$ cat config.mk
export PLATFORM = sky130hd
export DESIGN_NAME = dma_readback_seq
export DESIGN_NICKNAME = d
export VERILOG_FILES = /design/src/rtl/rbs_pkg.sv /design/src/rtl/rbs_list_build.sv /design/src/rtl/rbs_status_fmt.sv /design/src/rtl/rbs_byte_sel.sv /design/src/rtl/dma_readback_seq.sv
export SDC_FILE = /design/constraint.sdc
export NUM_CORES = 1
export LEC_CHECK = 0
export BUFFER_PORTS_ARGS = -buffer_cell sky130_fd_sc_hd__buf_2
export CORE_UTILIZATION = 40
export CTS_BUF_LIST = sky130_fd_sc_hd__clkbuf_16
export DETAILED_ROUTE_END_ITERATION = 7
export PLACE_DENSITY_LB_ADDON = 0.12
export SLEW_MARGIN = 30
export SYNTH_ARGS = -nofsm -noshare
export SYNTH_HDL_FRONTEND = slang
export SYNTH_SLANG_ARGS = --single-unit
$ cat constraint.sdc
create_clock -name clk -period 7.2 [get_ports clk]
set_input_delay 0.72 -clock clk [delete_from_list [all_inputs] [get_ports clk]]
set_output_delay 0.72 -clock clk [all_outputs]
set_load 0.01 [all_outputs]
$ cat src/rtl/rbs_pkg.sv
package rbs_pkg;
    localparam int SEL_N  = 7;                    // selectable items
    localparam int CODE_W = $clog2(SEL_N);        // item code width
    localparam int NUM_W  = $clog2(SEL_N + 1);    // count / pointer width

    typedef logic [CODE_W-1:0] sel_code_t;

    typedef enum logic [0:0] {
        ST_EMPTY = 1'b0,
        ST_ARMED = 1'b1
    } rbs_state_e;

    // item codes; the code equals the mask bit that selects it
    localparam sel_code_t C_STATUS = 3'd0;
    localparam sel_code_t C_BC_LO  = 3'd1;
    localparam sel_code_t C_BC_HI  = 3'd2;
    localparam sel_code_t C_A_LO   = 3'd3;
    localparam sel_code_t C_A_HI   = 3'd4;
    localparam sel_code_t C_B_LO   = 3'd5;
    localparam sel_code_t C_B_HI   = 3'd6;
endpackage

$ cat src/rtl/rbs_list_build.sv
module rbs_list_build
    import rbs_pkg::*;
(
    input  logic [SEL_N-1:0]             sel_mask,
    output sel_code_t [SEL_N-1:0]        list,
    output logic [NUM_W-1:0]             count
);
    // pack set bits of the mask into ascending order
    always_comb begin
        int n;
        n = 0;
        list = '0;
        for (int i = 0; i < SEL_N; i++) begin
            if (sel_mask[i]) begin
                list[n] = sel_code_t'(i);
                n = n + 1;
            end
        end
        count = NUM_W'(n);
    end
endmodule

$ cat src/rtl/rbs_status_fmt.sv
module rbs_status_fmt #(
    parameter int DATA_W = 8
) (
    input  logic              chan_en,
    input  logic              byte_mode,
    input  logic              ready_act,
    input  logic              ready_pol,
    input  logic              match_hit,
    input  logic              end_hit,
    output logic [DATA_W-1:0] status
);
    localparam logic [DATA_W-1:0] BASE = DATA_W'(8'hCC);

    always_comb begin
        status    = BASE;
        status[0] = chan_en;
        status[1] = !byte_mode && (ready_act != ready_pol);
        status[4] = !match_hit;
        status[5] = !end_hit;
    end
endmodule

$ cat src/rtl/rbs_byte_sel.sv
module rbs_byte_sel
    import rbs_pkg::*;
#(
    parameter int DATA_W = 8,
    localparam int CNT_W = 2 * DATA_W
) (
    input  sel_code_t          code,
    input  logic [DATA_W-1:0]  status,
    input  logic [CNT_W-1:0]   byte_cnt,
    input  logic [CNT_W-1:0]   cnt_a,
    input  logic [CNT_W-1:0]   cnt_b,
    output logic [DATA_W-1:0]  dout
);
    always_comb begin
        unique case (code)
            C_STATUS: dout = status;
            C_BC_LO:  dout = byte_cnt[DATA_W-1:0];
            C_BC_HI:  dout = byte_cnt[CNT_W-1:DATA_W];
            C_A_LO:   dout = cnt_a[DATA_W-1:0];
            C_A_HI:   dout = cnt_a[CNT_W-1:DATA_W];
            C_B_LO:   dout = cnt_b[DATA_W-1:0];
            C_B_HI:   dout = cnt_b[CNT_W-1:DATA_W];
            default:  dout = status;
        endcase
    end
endmodule

$ cat src/rtl/dma_readback_seq.sv
module dma_readback_seq
    import rbs_pkg::*;
#(
    parameter int DATA_W = 8,
    localparam int CNT_W = 2 * DATA_W
) (
    input  logic               clk,
    input  logic               rst_n,
    input  logic [SEL_N-1:0]   mask_in,
    input  logic               mask_wr,
    input  logic               seq_start,
    input  logic               stat_cmd,
    input  logic               rd_stb,
    input  logic               chan_en,
    input  logic               byte_mode,
    input  logic               ready_act,
    input  logic               ready_pol,
    input  logic               match_hit,
    input  logic               end_hit,
    input  logic [CNT_W-1:0]   byte_cnt,
    input  logic [CNT_W-1:0]   cnt_a,
    input  logic [CNT_W-1:0]   cnt_b,
    output logic [DATA_W-1:0]  rd_data
);
    localparam logic [DATA_W-1:0] RESET_DATA = DATA_W'(8'h38);
    localparam logic [SEL_N-1:0]  STAT_MASK  = SEL_N'(1);

    rbs_state_e            state_q, state_d;
    logic [SEL_N-1:0]      mask_q;
    sel_code_t [SEL_N-1:0] list_q;
    logic [NUM_W-1:0]      cnt_q;
    logic [NUM_W-1:0]      ptr_q;

    logic                  start;
    logic [SEL_N-1:0]      eff_mask;
    sel_code_t [SEL_N-1:0] new_list;
    logic [NUM_W-1:0]      new_count;
    logic [DATA_W-1:0]     status_byte;
    logic [DATA_W-1:0]     item_byte;
    logic                  at_last;

    // start source priority: status command, mask write, plain start
    assign start = stat_cmd || mask_wr || seq_start;
    always_comb begin
        if (stat_cmd)     eff_mask = STAT_MASK;
        else if (mask_wr) eff_mask = mask_in;
        else              eff_mask = mask_q;
    end

    rbs_list_build u_build (
        .sel_mask (eff_mask),
        .list     (new_list),
        .count    (new_count)
    );

    rbs_status_fmt #(.DATA_W(DATA_W)) u_status (
        .chan_en   (chan_en),
        .byte_mode (byte_mode),
        .ready_act (ready_act),
        .ready_pol (ready_pol),
        .match_hit (match_hit),
        .end_hit   (end_hit),
        .status    (status_byte)
    );

    rbs_byte_sel #(.DATA_W(DATA_W)) u_sel (
        .code     (list_q[ptr_q]),
        .status   (status_byte),
        .byte_cnt (byte_cnt),
        .cnt_a    (cnt_a),
        .cnt_b    (cnt_b),
        .dout     (item_byte)
    );

    assign at_last = (ptr_q == cnt_q - NUM_W'(1));

    // next-state logic
    always_comb begin
        state_d = state_q;
        unique case (state_q)
            ST_EMPTY: begin
                if (start && new_count != '0) state_d = ST_ARMED;      // T_ARM
            end
            ST_ARMED: begin
                if (start && new_count == '0) state_d = ST_EMPTY;      // T_DISARM
            end
            default: state_d = ST_EMPTY;
        endcase
    end

    // state register and sequencer storage
    always_ff @(posedge clk) begin
        if (!rst_n) begin
            state_q <= ST_EMPTY;
            mask_q  <= '0;
            list_q  <= '0;
            cnt_q   <= '0;
            ptr_q   <= '0;
        end else begin
            state_q <= state_d;
            if (start) begin
                mask_q <= eff_mask;
                list_q <= new_list;
                cnt_q  <= new_count;
                ptr_q  <= '0;
            end else if (rd_stb && state_q == ST_ARMED) begin
                if (at_last) ptr_q <= '0;                  // T_WRAP
                else         ptr_q <= ptr_q + NUM_W'(1);   // T_STEP
            end
        end
    end

    // output register
    always_ff @(posedge clk) begin
        if (!rst_n) begin
            rd_data <= RESET_DATA;
        end else if (rd_stb) begin
            unique case (state_q)
                ST_EMPTY: rd_data <= status_byte;
                ST_ARMED: rd_data <= item_byte;
                default:  rd_data <= status_byte;
            endcase
        end
    end
endmodule

==> results of run 1 <==
==> flip-flops by register name (all words and copies together) (netlist names), named ones only <==
name	flops
cnt_q	3
list_q	21
mask_q	7
ptr_q	3
rd_data	8
==> stage by stage <==
stage               power (W)  utilization, %  hold slack, ps  instance area (µm²)  std cells
floorplan            0.000407               -             441                 3400        427
global placement     0.000463            46.3             453                 3800        584
detailed placement   0.000463            46.3             467                 3800        584
CTS                  0.000758            48.6             475                 3990        592
global route         0.000791            48.6             491                 3990        592
finish               0.000751            48.6             468                 3990        592
==> worst register-to-register path, stage by stage (launching register included) <==
cell and delay [ps]:
dfxtp_1 300, nor2b_1 120, a211oi_1 580, fa_1 670, inv_1 200, ha_1 250
nor2b_1 140, nand2_1 130, o21ai_0 220, ha_1 400, nor2_1 80, nor2_1 240
ha_1 220, nand2_1 140, xor2_1 190, or3_2 410, o211a_1 150, or4_4 440
a32o_1 210
==> area by class of cell <==
cell class	count	area share [%]
Tap cell	105	3.29
Sequential cell	43	21.6
Timing Repair Buffer	76	9.65
Inverter	14	1.32
Clock inverter	3	1.60
Multi-Input combinational cell	346	59.4
Clock buffer	5	3.13
==> power groups by stage <==
stage / Sequential, W / Clock [W] / Combinational (W)
2_1_floorplan: 0.000264 / 0 / 0.000142
3_3_place_gp: 0.000265 / 0 / 0.000198
3_5_place_dp: 0.000265 / 0 / 0.000198
4_1_cts: 0.000260 / 0.000299 / 0.000199
5_1_grt: 0.000262 / 0.000309 / 0.000221
6_report: 0.000260 / 0.000290 / 0.000201
==> routing by layer <==
layer,share of wire [%],vias up
li1,-,1688
met1,50,1583
met2,44,84
met3,4.4,15
met4,1.8,0
met5,0,-
==> cell families (layout without fill, tap and decap cells) <==
group	count (synthesis)	count (layout)	share of synthesized area (%)
AND/OR/NAND/NOR	145	145	22.4
adder cells (fa/ha/maj)	11	11	4.27
buffers and inverters	38	98	4.75
XOR/XNOR	17	17	5.27
multiplexers	34	34	12.0
AO/OA/AOI/OAI	139	139	25.9
flip-flops	43	43	25.4
==> worst paths after layout <==
check / startpoint / to / slack (ps)
worst min-delay path: cnt_q[1] / cnt_q[1] / 470
worst max register to register: mask_q[0] / list_q[15] / 2020
worst min register to register: cnt_q[1] / cnt_q[1] / 470
worst max-delay path: mask_wr / list_q[15] / 1560
==> placed cells by master (no fill, tap or decap), types with 4 or more instances in the layout <==
cell type / n
nor3_1: 12
o31ai_1: 4
a211oi_1: 5
nand2_1: 40
dfxtp_1: 43
mux2i_1: 18
and2_1: 7
nand3_1: 13
inv_1: 15
o22ai_1: 4
a21oi_1: 33
clkbuf_16: 5
mux2_2: 11
xnor2_1: 10
o211ai_1: 5
o21ai_0: 46
nand2b_1: 7
nor2b_1: 6
xor2_1: 5
a31oi_1: 8
ha_1: 10
nor2_1: 33
buf_2: 74
==> out/qor.yml, run 1 <==
status:
  result_of_the_run: "completed"
detailed_routing:
  post_dr_wirelength_cell_um: 16.2
  drtPass1Iterations: 4
  detail_route.iter0.violations: 177
  drt_wl_total_mm: 9.57
  route.antenna.remaining_nets: 0
  num_vias: 3370
  drcViolationCount: 0
  vias_per_cell: 5.69
logic_synthesis:
  synth_cell_types: 68
  synth.top_cells.by_area: "dfxtp_1 (25%), o21ai_0 (6.8%), mux2i_1 (5.3%)"
  syn-mean-instance-area_um2: 7.95
  postSynthRegisterBits: 43
  synth.yosys.warnings: 0
  synth-seq-area-share_pct: 25.4
  synth_ff_type: "dfxtp_1"
  synthMostInstantiatedCell: "o21ai_0"
  syn_inst: 427
  synth_largest_type_area_fraction_pct: 25.4
  synth.net_count: 505
  synth_async_sr_flop_share_pct: 0
  synth.cell_area_mm2: 0.00340
  synth_commonest_cells: "o21ai_0 (46), dfxtp_1 (43), nand2_1 (40), a21oi_1 (33), nor2_1 (33)"
  synth_top_area_cell: "dfxtp_1"
  synth_edf_count: 0
power:
  power.switching_w: 0.000217
  p_comb_share_pct: 26.7
  seqPwrFrac_pct: 34.6
  irDropWorstVdd_mv: 0.0850
  power.internal_w: 0.000534
  netSwitchingFraction_pct: 28.9
  clock_power_share_pct: 38.7
  power_density_mw_per_mm2: 188
  p_leak_nw: 1.62
cts:
  clock_tree_from_tritoncts: "built"
  cts_resized: 0
  h-tree-depth: 2
  cts_hold_buf: 0
  post-cts-setup-buffer-count: 0
  worstSkewPairLatency_ps: 280
  clock_sink_count: 43
  clockBufferDepth: 2
  cts.root.buffer_cell: "clkbuf_16"
  tritoncts.num_buffers: 5
  cts.clk_slew.worst_paths_ps: 60
grt:
  via_count_of_the_first_global_routing_pass: 2986
  track_usage_pct: 22.0
  met2_usage_in_global_routing_pct: 33.5
  busiest_layer: "met2"
  grt_start_max_net_pins: 41
  grt_overflow_total: 0
  grt_first_pass_wirelength_mm: 15.2
  initial_antenna_violation_count: 0
  global_route.usage.met3_pct: 2.59
  grtUsageMet1_pct: 32.2
finish:
  drive_gt1_share_pct: 24.4
  diodes: 0
  fillCellCount: 848
  multi_input_logic_area_mm2: 0.00237
  sequential_cell_area_um2: 861
  final_net_count: 564
  areaGrowthSynthToFinish_pct: 17.6
setup_path:
  worst-path-stages: 20
  endpoint_kind: "flip-flop"
  timing.critical_path.slowest_stage_cell: "fa_1"
  critPathTopFamily: "simple AND/OR/NAND/NOR gates"
  worstSetupStartpointType: "input port"
  reg2regPathDepth: 18
  critPathBufInv: 3
  timing.critical_path.cells: "buf_2 -> mux2i_1 -> nor2_1 -> inv_1 -> fa_1 -> inv_1 -> ha_1 -> nor2b_1 -> nand2_1 -> o21ai_0 -> ha_1 -> nor2_1 -> nor2_1 -> ha_1 -> nand2_1 -> xor2_1 -> or3_2 -> o211a_1 -> or4_4 -> a32o_1"
  critPathMaxFanout: 13
  arrival_ps: 5810
  cp.required_ps: 7370
  path_class: "in -> reg"
  timing.critical_path.slowest_cell_delay_ps: 720
sta:
  clock-skew-final_ps: 7.29
  slew_viol_final: 0
  timing.final.crit_period_ps: 5640
  fmax_ghz: 0.177
  totalNegativeSetupSlack_ps: 0
  post-route-period-util_pct: 78.4
  hold_viol: 0
  finalSetupViolCount: 0
  layout_setup_ws_ps: 1560
  tightestPinTransition_ps: 824
  relSlewSlack_pct: 45.1
  rsz0062_at_grt: "false"
die:
  floorplan_die_width_um: 94.1
  initial_utilization_pct: 41.3
  dieArea_mm2: 0.00886
  die_y_um: 94.1
  core_mm2: 0.00822
  rows: 33
  pin_count: 75
placement:
  io_buffers: 74
  gp_congestion: 0.956
  dp_hpwl_mm: 7.31
  preCtsSetupSlack_ps: 1350
min_path:
  worstHoldPathCells: 2
  timing.hold.worst.class: "reg -> reg"
run:
  maxCapViolations: 0
Power figures use the tool's default switching activity.
==> inputs of run 2 (changes only) <==
==> constraint.sdc (replaced) <==
create_clock -name clk -period 5.62 [get_ports clk]
set_input_delay 0.562 -clock clk [delete_from_list [all_inputs] [get_ports clk]]
set_output_delay 0.562 -clock clk [all_outputs]
set_load 0.01 [all_outputs]
==> run 2 against run 1 <==
Non-clock buffer count grew 6. Register-to-register slack lost 1100 ps. Hold slack worse by 2.8 ps. Sequential power is 28% higher. Routed wire length rose by 0.93%. Combinational power is 31% higher.
==> out/qor.yml, run 2 (synthesis results as in run 1) <==
status:
  result_of_the_run: "completed"
sta:
  finalHoldWorstSlack_ps: 465  # -2.80 ps
  finalSetupViolCount: 0  # unchanged
  layout_setup_ws_ps: 683  # -876 ps
  timing.final.crit_period_ps: 4940
  tightestPinTransition_ps: 824  # +0.276 ps
  rsz0062_at_grt: "false"
  slew_viol_final: 0  # unchanged
  clock-skew-final_ps: 4.39  # -2.90 ps
  post-route-period-util_pct: 87.9
  fmax_ghz: 0.203
  hold_viol: 0  # unchanged
  relSlewSlack_pct: 45.1  # about the same
  totalNegativeSetupSlack_ps: 0  # unchanged
cts:
  tritoncts.num_buffers: 5  # unchanged
  clockBufferDepth: 2  # unchanged
  h-tree-depth: 2  # unchanged
  cts_hold_buf: 0  # unchanged
  clock_tree_from_tritoncts: "built"
  post-cts-setup-buffer-count: 0  # unchanged
  clock_sink_count: 43  # unchanged
  cts.root.buffer_cell: "clkbuf_16"
  worstSkewPairLatency_ps: 280  # about the same
  cts.clk_slew.worst_paths_ps: 60  # about the same
  cts_resized: 0  # unchanged
power:
  power.switching_w: 0.000280  # +29%
  p_comb_share_pct: 27.2  # +0.5 points
  power.internal_w: 0.000688  # +29%
  p_leak_nw: 1.65  # +1.8%
  power_density_mw_per_mm2: 240  # +27%
  irDropWorstVdd_mv: 0.130  # +53%
  seqPwrFrac_pct: 34.4  # -0.2 points
  clock_power_share_pct: 38.4  # -0.3 points
  netSwitchingFraction_pct: 28.9  # about the same
finish:
  areaGrowthSynthToFinish_pct: 18.9
  final-instance-count-excl-fill: 598  # +1.0%
  diodes: 0  # unchanged
  regMostFlops: "list_q"
  largest_register_ffs: 21  # unchanged
  final_net_count: 570  # +1.1%
  largest_registers: "list_q: 21 flops, rd_data: 8 flops, mask_q: 7 flops"
  most-common-layout-cells: "buf_2 (74), o21ai_0 (46), dfxtp_1 (43), nand2_1 (40)"
  fillCellCount: 829  # -2.2%
  finalInstanceArea_mm2: 0.00404  # +1.1%
  layout_commonest_cell: "buf_2"
  drive_gt1_share_pct: 25.4  # +0.92 points
die:
  floorplan_die_width_um: 94.1  # unchanged
  die_y_um: 94.1  # unchanged
  initial_utilization_pct: 41.3  # unchanged
  rows: 33  # unchanged
  dieArea_mm2: 0.00886  # unchanged
  core_mm2: 0.00822  # unchanged
  pin_count: 75  # unchanged
setup_path:
  timing.critical_path.slowest_cell_delay_ps: 450  # -270 ps
  path_class: "in -> reg"
  endpoint_kind: "flip-flop"
  timing.critical_path.slowest_stage_cell: "fa_1"
  cp.required_ps: 5800  # -1570 ps
  reg2regPathDepth: 19  # +1
  timing.critical_path.cells: "buf_2 -> mux2i_1 -> nor2_1 -> inv_1 -> fa_1 -> inv_1 -> ha_1 -> nor2b_1 -> nand2_1 -> o21ai_0 -> ha_1 -> nor2_1 -> nor2_1 -> ha_1 -> nand2_1 -> xor2_1 -> or3_2 -> o211a_1 -> or4_4 -> a32o_1"
  worstSetupStartpointType: "input port"
  critPathMaxFanout: 9  # -4
  arrival_ps: 5110  # -700 ps
placement:
  gp_congestion: 0.966  # +1.0%
  preCtsSetupSlack_ps: 419  # -929 ps
  io_buffers: 74  # unchanged
  placed_area_mm2: 0.00385  # +1.2%
  dp_hpwl_mm: 7.53  # +3.1%
  post-place-cells: 590  # +1.0%
detailed_routing:
  drcViolationCount: 0  # unchanged
  route.antenna.remaining_nets: 0  # unchanged
  num_vias: 3351  # -0.56%
  detail_route.iter0.violations: 189  # +6.8%
  post_dr_wirelength_cell_um: 16.2  # about the same
  drtPass1Iterations: 5  # +1
  drt_wl_total_mm: 9.66  # +0.93%
  vias_per_cell: 5.60  # -1.6%
run:
  maxCapViolations: 0  # unchanged
min_path:
  timing.hold.worst.class: "reg -> reg"
  worstHoldPathCells: 2  # unchanged
grt:
  grt_overflow_total: 0  # unchanged
  via_count_of_the_first_global_routing_pass: 3093  # +3.6%
  track_usage_pct: 22.3  # +0.26 points
  grt_first_pass_wirelength_mm: 15.3  # +0.68%
  initial_antenna_violation_count: 0  # unchanged
  grt_start_max_net_pins: 41  # unchanged
-- run 2: cell count changes in the layout (fill, tap and decap cells not counted), sizes merged --
| cell | before | now |
|---|---|---|
| buf | 76 | 82 |
-- run 2: final timing paths --
kind                   from         end  slack, ps
setup reg to reg  mask_q[2]  list_q[12]        900
hold / removal     cnt_q[1]    cnt_q[1]        470
setup / recovery    mask_wr  list_q[12]        680
hold reg to reg    cnt_q[1]    cnt_q[1]        470
-- run 2: power by group through the flow --
stage	Sequential [W]	Combinational, W	Clock [W]
after floorplan	0.000339	0.000182	0
after global placement	0.000340	0.000260	0
after detailed placement	0.000340	0.000262	0
after CTS	0.000333	0.000263	0.000381
after global routing	0.000335	0.000291	0.000394
final	0.000333	0.000263	0.000372
-- run 2: stage by stage --
| step | util (%) | total power [W] |
|---|---|---|
| floorplan | - | 0.000521 |
| global route | 49.1 | 0.00102 |
| finish | 49.1 | 0.000968 |
| detailed placement | 46.8 | 0.000602 |
| global placement | 46.8 | 0.000600 |
| CTS | 49.1 | 0.000977 |
-- run 2: final cells by class --
class	instances	area [µm²]	area share [%]
flip-flops and latches	43	861	21.3
clock inverters	3	63.8	1.58
clock buffers	5	125	3.10
repair buffers	82	430	10.7
multi-input cells	346	2370	58.8
inverters	14	52.6	1.30
well taps	105	131	3.25
-- run 2: routing by layer --
layer	track usage, %	wire length (µm)	vias up
met5	0	0	-
met4	6.79	178	0
met3	3.80	500	13
met2	34.7	4360	81
met1	31.1	4620	1556
li1	-	-	1701
-- run 2: critical path: cells and delay by family --
kind | cells | cell delay, ps
AND/OR/NAND/NOR | 8 | 1740
adder cells (fa/ha/maj) | 4 | 1250
buffers and inverters | 3 | 490
AO/OA/AOI/OAI | 3 | 480
multiplexers | 1 | 400
XOR/XNOR | 1 | 190
